==> src/rtl/adcser_pkg.sv <==
`timescale 1ns/1ps
package adcser_pkg;
    localparam int WORD_W    = 32;
    localparam int CAP_W     = 16;
    localparam int CMD_MAX   = 16;
    localparam int CMD_MIN   = 8;
    localparam int CLEN_W    = $clog2(CMD_MAX + 1);
    localparam int FLEN_W    = 6;
    localparam int START_BIT = 14;
    localparam int SMCK_BIT  = 13;

    typedef enum logic [1:0] {
        ST_IDLE = 2'd0,
        ST_ARM  = 2'd1,
        ST_RUN  = 2'd2,
        ST_DONE = 2'd3
    } seq_state_e;

    typedef struct packed {
        logic [CMD_MAX-1:0] cmd;
        logic [CLEN_W-1:0]  cmd_len;
        logic [FLEN_W-1:0]  frame_len;
    } xfer_cfg_t;
endpackage

==> src/rtl/adcser_prescale.sv <==
`timescale 1ns/1ps
module adcser_prescale #(
    parameter int DIV_W = 8
) (
    input  logic             clk,
    input  logic             rst_n,
    input  logic [DIV_W-1:0] div_sel,
    input  logic             smck_en,
    output logic             tick,
    output logic             smp_clk
);
    logic [DIV_W-1:0] cnt_q;
    logic             smp_q;

    assign tick    = (cnt_q >= div_sel);
    assign smp_clk = smp_q;

    always_ff @(posedge clk or negedge rst_n) begin
        if (!rst_n) begin
            cnt_q <= '0;
        end else if (tick) begin
            cnt_q <= '0;
        end else begin
            cnt_q <= cnt_q + 1'b1;
        end
    end

    always_ff @(posedge clk or negedge rst_n) begin
        if (!rst_n) begin
            smp_q <= 1'b0;
        end else if (!smck_en) begin
            smp_q <= 1'b0;
        end else if (tick) begin
            smp_q <= ~smp_q;
        end
    end

    AST_SMP_ON_TICK: assert property (@(posedge clk) disable iff (!rst_n)
        !$stable(smp_q) |-> ($past(tick) || !smp_q));
endmodule

==> src/rtl/adcser_word_decode.sv <==
`timescale 1ns/1ps
module adcser_word_decode
    import adcser_pkg::*;
(
    input  logic [WORD_W-1:0] word,
    input  logic              ext_mode,
    output xfer_cfg_t         cfg
);
    logic [6:0]        len_raw;
    logic [CLEN_W-1:0] len_ext;
    logic              unused_ctl;

    assign unused_ctl = ^word[15:13];
    assign len_raw    = word[6:0];

    always_comb begin
        if (len_raw < 7'(CMD_MIN)) begin
            len_ext = CLEN_W'(CMD_MIN);
        end else if (len_raw > 7'(CMD_MAX)) begin
            len_ext = CLEN_W'(CMD_MAX);
        end else begin
            len_ext = len_raw[CLEN_W-1:0];
        end
    end

    always_comb begin
        if (ext_mode) begin
            cfg.cmd       = word[WORD_W-1:16] << (CMD_MAX - int'(len_ext));
            cfg.cmd_len   = len_ext;
            cfg.frame_len = word[12:7];
        end else begin
            cfg.cmd       = {word[7:0], 8'h00};
            cfg.cmd_len   = CLEN_W'(CMD_MIN);
            cfg.frame_len = {1'b0, word[12:8]};
        end
    end
endmodule

==> src/rtl/adcser_seq.sv <==
`timescale 1ns/1ps
module adcser_seq
    import adcser_pkg::*;
(
    input  logic             clk,
    input  logic             rst_n,
    input  logic             tick,
    input  logic             start,
    input  xfer_cfg_t        cfg_in,
    input  logic             edge_sel,
    input  logic             rd_en,
    input  logic             miso,
    output logic             sclk,
    output logic             fsync,
    output logic             mosi,
    output logic             busy,
    output logic             eot_irq,
    output logic [CAP_W-1:0] cap_data
);
    seq_state_e         st_q, st_d;
    logic [1:0]         ph_q;
    logic [FLEN_W-1:0]  bit_q;
    logic [FLEN_W-1:0]  last_q;
    logic [CLEN_W-1:0]  clen_q;
    logic [CMD_MAX-1:0] sh_q;
    logic               edge_q;
    logic [CAP_W-1:0]   cap_q;
    logic               irq_q;
    logic               period_end;
    logic               sample_now;

    assign period_end = tick && (ph_q == 2'd3);
    assign sample_now = (st_q == ST_RUN) && tick &&
                        ((!edge_q && ph_q == 2'd1) || (edge_q && ph_q == 2'd3));

    // next-state logic
    always_comb begin
        st_d = st_q;
        unique case (st_q)
            ST_IDLE: if (start) st_d = ST_ARM;
            ST_ARM:  if (tick) st_d = ST_RUN;
            ST_RUN:  if (period_end && bit_q == last_q) st_d = ST_DONE;
            ST_DONE: st_d = ST_IDLE;
            default: st_d = ST_IDLE;
        endcase
    end

    // state register
    always_ff @(posedge clk or negedge rst_n) begin
        if (!rst_n) st_q <= ST_IDLE;
        else        st_q <= st_d;
    end

    // frame datapath
    always_ff @(posedge clk or negedge rst_n) begin
        if (!rst_n) begin
            ph_q   <= '0;
            bit_q  <= '0;
            last_q <= '0;
            clen_q <= '0;
            sh_q   <= '0;
            edge_q <= 1'b0;
        end else begin
            if (st_q == ST_IDLE && start) begin
                sh_q   <= cfg_in.cmd;
                clen_q <= cfg_in.cmd_len;
                last_q <= (cfg_in.frame_len == '0) ? '0 : cfg_in.frame_len - 1'b1;
                edge_q <= edge_sel;
            end
            if (st_q == ST_ARM && tick) begin
                ph_q  <= '0;
                bit_q <= '0;
            end
            if (st_q == ST_RUN && tick) begin
                ph_q <= ph_q + 1'b1;
                if (ph_q == 2'd3) begin
                    sh_q <= sh_q << 1;
                    if (bit_q != last_q) bit_q <= bit_q + 1'b1;
                end
            end
        end
    end

    // capture register
    always_ff @(posedge clk or negedge rst_n) begin
        if (!rst_n)          cap_q <= '0;
        else if (sample_now) cap_q <= {cap_q[CAP_W-2:0], miso};
    end

    // completion interrupt
    always_ff @(posedge clk or negedge rst_n) begin
        if (!rst_n)                irq_q <= 1'b0;
        else if (st_q == ST_DONE)  irq_q <= 1'b1;
        else if (rd_en)            irq_q <= 1'b0;
    end

    // outputs
    always_comb begin
        busy     = (st_q != ST_IDLE);
        sclk     = (st_q == ST_RUN) && ph_q[1];
        fsync    = (st_q == ST_RUN) && (bit_q == '0);
        mosi     = (st_q == ST_RUN) && (bit_q < FLEN_W'(clen_q)) && sh_q[CMD_MAX-1];
        eot_irq  = irq_q;
        cap_data = cap_q;
    end

    AST_IRQ_ON_END: assert property (@(posedge clk) disable iff (!rst_n)
        $fell(busy) |-> eot_irq);
    AST_FSYNC_AFTER_ARM: assert property (@(posedge clk) disable iff (!rst_n)
        $rose(fsync) |-> $past(st_q == ST_ARM));
    AST_BUSY_START_DROPPED: assert property (@(posedge clk) disable iff (!rst_n)
        (st_q != ST_IDLE && start) |=> ($stable(clen_q) && $stable(last_q) && $stable(edge_q)));
    AST_CAP_ON_EDGE: assert property (@(posedge clk) disable iff (!rst_n)
        !$stable(cap_q) |-> ($past(st_q == ST_RUN) && $past(tick)));
endmodule

==> src/rtl/adcser_master.sv <==
`timescale 1ns/1ps
module adcser_master
    import adcser_pkg::*;
#(
    parameter int DIV_W = 8
) (
    input  logic              clk,
    input  logic              rst_n,
    input  logic              wr_en,
    input  logic [WORD_W-1:0] wr_data,
    input  logic              rd_en,
    output logic [CAP_W-1:0]  rd_data,
    input  logic              ext_mode,
    input  logic              edge_fall,
    input  logic [DIV_W-1:0]  div_sel,
    output logic              adc_sclk,
    output logic              adc_fsync,
    output logic              adc_mosi,
    input  logic              adc_miso,
    output logic              smp_clk,
    output logic              busy,
    output logic              eot_irq
);
    logic      tick;
    logic      smck_q;
    logic      start_req;
    logic      accept_wr;
    xfer_cfg_t cfg;
    logic      unused_bit15;

    assign unused_bit15 = wr_data[15];
    assign start_req    = wr_en && wr_data[START_BIT];
    assign accept_wr    = wr_en && !(busy && wr_data[START_BIT]);

    always_ff @(posedge clk or negedge rst_n) begin
        if (!rst_n)         smck_q <= 1'b0;
        else if (accept_wr) smck_q <= wr_data[SMCK_BIT];
    end

    adcser_prescale #(.DIV_W(DIV_W)) u_pre (
        .clk     (clk),
        .rst_n   (rst_n),
        .div_sel (div_sel),
        .smck_en (smck_q),
        .tick    (tick),
        .smp_clk (smp_clk)
    );

    adcser_word_decode u_dec (
        .word     (wr_data),
        .ext_mode (ext_mode),
        .cfg      (cfg)
    );

    adcser_seq u_seq (
        .clk      (clk),
        .rst_n    (rst_n),
        .tick     (tick),
        .start    (start_req),
        .cfg_in   (cfg),
        .edge_sel (edge_fall),
        .rd_en    (rd_en),
        .miso     (adc_miso),
        .sclk     (adc_sclk),
        .fsync    (adc_fsync),
        .mosi     (adc_mosi),
        .busy     (busy),
        .eot_irq  (eot_irq),
        .cap_data (rd_data)
    );

    AST_LINE_QUIET: assert property (@(posedge clk) disable iff (!rst_n)
        !busy |-> (!adc_sclk && !adc_mosi && !adc_fsync));
    AST_SMCK_KEPT: assert property (@(posedge clk) disable iff (!rst_n)
        (busy && wr_en && wr_data[START_BIT]) |=> $stable(smck_q));
endmodule

==> config.mk <==
export PLATFORM = sky130hd
export DESIGN_NAME = adcser_master
export DESIGN_NICKNAME = d
export VERILOG_FILES = /design/src/rtl/adcser_pkg.sv /design/src/rtl/adcser_prescale.sv /design/src/rtl/adcser_word_decode.sv /design/src/rtl/adcser_seq.sv /design/src/rtl/adcser_master.sv
export SDC_FILE = /design/constraint.sdc
export NUM_CORES = 1
export LEC_CHECK = 0
export BUFFER_PORTS_ARGS = -buffer_cell sky130_fd_sc_hd__buf_2
export CAP_MARGIN = 25
export CORE_UTILIZATION = 52
export DETAILED_ROUTE_END_ITERATION = 10
export GPL_TIMING_DRIVEN = 0
export PLACE_DENSITY = 0.77
export SETUP_SLACK_MARGIN = 0.15
export SYNTH_ARGS = -nofsm -noshare
export SYNTH_HDL_FRONTEND = slang
export SYNTH_SLANG_ARGS = --single-unit
export TNS_END_PERCENT = 5
==> constraint.sdc <==
create_clock -name clk -period 2.6 [get_ports clk]
set_input_delay 0.52 -clock clk [delete_from_list [all_inputs] [get_ports clk]]
set_output_delay 0.52 -clock clk [all_outputs]
set_load 0.01 [all_outputs]
==> impl_metrics.ini <==
[run_status]
run_status = finished, violations left
violations = design-rule violations, negative setup slack

[synth]
synth.cell_area_um2 = 4397
avg_cell_area_syn_um2 = 10.06
synth_seq_cells = 65
yosysUniqueCellTypes = 62
synth_enable_flop_cells = 0
gate_count_post_synth = 437
synth-warning-count = 0
post_synth_net_total = 508
share_of_synthesized_flip_flops_with_an_asynchronous_set_or_reset_pct = 100.0
post_synthesis_sequential_area_ratio_pct = 36.99
postSynth.topFlopCell = sky130_fd_sc_hd__dfrtp_1

[power]
leakage_power_of_the_design_nw = 2.543
powerDensity_nw_per_um2 = 748.1
post-layout-total-power_w = 0.004097
vdd_ir_drop_max_mv = 0.2645

[timing]
post_route_fraction_of_the_period_consumed_by_the_critical_path_pct = 102.6
finalWorstPathRequiredPeriod_ns = 2.667
rsz0062_at_grt = yes
max_freq_ghz = 0.3750
fin_worst_skew_ns = 0.007719
tightestPinTransition_ns = 0.6924
final_setup_viols = 6
hold_violations = 0
worst_hold_margin_ns = 0.2081
post_layout_worst_setup_margin_ns = -0.06687
timing_max_transition_violations_final = 0
slew_headroom_pct = 53.84

[setup_path]
cpMaxStageDelayCell = sky130_fd_sc_hd__mux4_2
critical_path_required_ns = 2.82
worstPathBufferInverterCount = 5
r2r_cells = 8
critical_path.cell_chain = buf_8, nor4b_4, and2_4, buf_6, buf_12, inv_8, ha_4, clkbuf_16, mux4_2, mux2_4, a221oi_4, a221oi_2
setup.worst_path.end_class = register
regToRegStartpoint = u_pre.cnt_q[4]
cp_max_fo = 7
critPathKind = input port to register
biggest_cell_delay_along_the_critical_path_ns = 0.48
worst_r2r_endpoint = u_seq.sh_q[10]
crit_path_start = wr_data[4]
r2r_setup_slk_ns = 0.16
worstSetupEndpoint = u_seq.sh_q[15]
worst_setup_path_start_kind = input port
cp_top_family = multiplexers
arrival_ns = 2.89
timing.critical_path.depth = 12

[cells_and_area]
layout.nets = 598
final_cell_mix = 66 x sky130_fd_sc_hd__buf_2, 64 x sky130_fd_sc_hd__dfrtp_1, 30 x sky130_fd_sc_hd__inv_1
layout.cells.non_filler = 637
final_common_cell = sky130_fd_sc_hd__buf_2
layout.cell_area.non_filler_um2 = 5477
final.fill_count = 654
num_antenna_cells = 0
areaGrowthSynthToFinish_pct = 24.56
post_route_cells_drive_above_1_share_pct = 34.02

[placed_design]
numPortBuffers = 67
cell_area_after_placement_um2 = 4915
placement.setup.worst_slack_ns = -0.9523
place.gp.congestion = 0.8775
dp_cells = 610
hpwl_mm = 7.829

[global_route]
gr-usage-met3_pct = 3.641
global_route.usage.total_pct = 25.87
grt_most_used_layer = met2
global_route.overflow_total = 0
antenna_found_initial = 0
use_met1_pct = 34.15
vias_in_the_first_global_route = 3604
first_pass_grt_wire_length_mm = 17.55
grt_start_max_net_pins = 37
global_routing_met2_resource_utilization_pct = 42.70

[floorplan]
die_area_um2 = 8827
fp.coreArea_um2 = 8217
floorplan.initialDensity_pct = 53.51
fp-row-count = 33
die_x_um = 93.95
chip_height_um = 93.95
io_pins = 69

[routing]
first_iter_violations = 294
wl_per_cell_um = 17.13
drtAntennaViolNets = 0
mean_number_of_vias_per_cell = 5.969
detailroute.via_count = 3802
drt_wl_total_mm = 10.91
detail_route.first_pass.iterations = 8
drt_drc_violations_left = 1

[clock_tree]
clock_path_buffers = 2
htree_levels = 3
numClockSinks = 65
cts_hold_repair.buffers = 0
clkTransAtPathRegs_ns = 0.07
clockRootBuffer = sky130_fd_sc_hd__clkbuf_8
cts_buffers = 9
clock_tree_from_tritoncts = built
clk-insertion-delay-late_ns = 0.35

[hold_path]
worst_min_delay_path_class = input port to asynchronous set/reset pin

[flow_run]
max_cap_viol_count = 0
==> worst min path at each step <==
| stage | to | from | slack [ns] | depth (start not counted) |
|---|---|---|---|---|
| 6_report | u_pre.cnt_q[3] | rst_n | 0.21 | 1 |
| 5_1_grt | u_pre.cnt_q[3] | rst_n | 0.25 | 1 |
| 4_1_cts | u_pre.cnt_q[4] | rst_n | 0.22 | 1 |
| 3_5_place_dp | u_seq.eot_irq | u_seq.eot_irq | 0.47 | 1 |
| 3_3_place_gp | u_pre.smp_clk | smck_q | 0.46 | 1 |
| 2_1_floorplan | smck_q | rst_n | 0.22 | 0 |
==> where the power goes <==
part           switching [W]  total [W]  internal, W
Sequential          0.000244    0.00156      0.00132
Clock               0.000418   0.000966     0.000547
Combinational       0.000831    0.00157     0.000738
==> cells in the mapped netlist, types with 3 or more instances <==
master	number	area share, %
sky130_fd_sc_hd__mux4_2	6	3.1
sky130_fd_sc_hd__and3_1	6	0.85
sky130_fd_sc_hd__a22o_1	7	1.4
sky130_fd_sc_hd__mux2_2	26	6.7
sky130_fd_sc_hd__a21oi_1	13	1.5
sky130_fd_sc_hd__nor3_1	16	1.8
sky130_fd_sc_hd__or2_2	3	0.43
sky130_fd_sc_hd__a21boi_0	4	0.68
sky130_fd_sc_hd__mux4_1	8	4.8
sky130_fd_sc_hd__o22ai_1	4	0.57
sky130_fd_sc_hd__nand2_1	29	2.5
sky130_fd_sc_hd__a221oi_1	5	1.0
sky130_fd_sc_hd__a41oi_1	3	0.60
sky130_fd_sc_hd__clkbuf_1	13	1.1
sky130_fd_sc_hd__xnor2_1	9	1.8
sky130_fd_sc_hd__a22oi_1	9	1.5
sky130_fd_sc_hd__nor2_1	26	2.2
sky130_fd_sc_hd__xor2_1	8	1.6
sky130_fd_sc_hd__ha_1	24	6.8
sky130_fd_sc_hd__nand3_1	19	2.2
sky130_fd_sc_hd__buf_1	3	0.26
sky130_fd_sc_hd__a31oi_1	3	0.43
sky130_fd_sc_hd__and2_1	6	0.85
sky130_fd_sc_hd__mux2i_1	9	2.0
sky130_fd_sc_hd__o21ai_0	22	2.5
sky130_fd_sc_hd__inv_1	31	2.6
sky130_fd_sc_hd__nand2b_1	7	1.0
sky130_fd_sc_hd__dfrtp_1	65	37
sky130_fd_sc_hd__nand4_1	3	0.43
sky130_fd_sc_hd__nor2b_1	3	0.43
sky130_fd_sc_hd__o31ai_1	3	0.51
sky130_fd_sc_hd__a211oi_1	4	0.68
==> registers in the layout, summed over array words and instances, names as in the netlist <==
name and cells:
u_seq.cap_data 16, u_seq.sh_q 16, u_pre.cnt_q 8, u_seq.bit_q 6, u_seq.last_q 6, u_seq.clen_q 5, u_seq.ph_q 2, u_seq.st_q 2
smck_q 1, u_pre.smp_clk 1, u_seq.edge_q 1, u_seq.eot_irq 1
==> through the flow <==
| stage | util [%] | TNS (ns) |
|---|---|---|
| 2_1_floorplan | - | -3.188 |
| 3_3_place_gp | 59.57 | -17.50 |
| 3_5_place_dp | 59.81 | -19.73 |
| 4_1_cts | 65.07 | -0.1459 |
| 5_1_grt | 66.65 | -0.8986 |
| 6_report | 66.65 | -0.1809 |
==> cells by family after synthesis <==
group / after synthesis / synth area share (%)
AND/OR/NAND/NOR: 129 / 15.03
adder cells (fa/ha/maj): 24 / 6.830
XOR/XNOR: 17 / 3.387
flip-flops: 65 / 36.99
multiplexers: 49 / 16.56
AO/OA/AOI/OAI: 100 / 15.94
buffers and inverters: 53 / 5.265
==> what timing repair did <==
| action | 4_1_cts | 5_1_grt |
|---|---|---|
| buffers inserted | 8 | 3 |
| gates cloned | 0 | 0 |
| resized for setup | 41 | 26 |
| endpoints found under the setup margin | 49 | 38 |
| pin swaps | 12 | 9 |
==> worst reg2reg max path, stage by stage, from the launching register on <==
cell and delay, ns:
sky130_fd_sc_hd__dfrtp_1 0.44, sky130_fd_sc_hd__ha_4 0.25, sky130_fd_sc_hd__a21o_1 0.18, sky130_fd_sc_hd__a211o_1 0.33
sky130_fd_sc_hd__a41oi_4 0.25, sky130_fd_sc_hd__o21ba_2 0.20, sky130_fd_sc_hd__clkbuf_2 0.24, sky130_fd_sc_hd__nor2_1 0.16
sky130_fd_sc_hd__o31ai_1 0.27
==> layout make-up <==
type                    count  area (um^2)  share of cell area, %
plain buffers              21        172.7                  3.153
well taps                 105        131.4                  2.399
clock inverters             7        102.6                  1.873
inverters                  32        127.6                  2.330
multi-input cells         319         2733                  49.90
repair buffers             79        457.9                  8.362
clock buffers               9        123.9                  2.262
flip-flops and latches     65         1628                  29.72
==> metal layers <==
layer	part of all wire, %	wire [um]
met1	44	4820
met2	49	5323
met3	5.6	612
met4	1.4	158
met5	0	0
No activity file was read; power rests on OpenSTA's default activity.
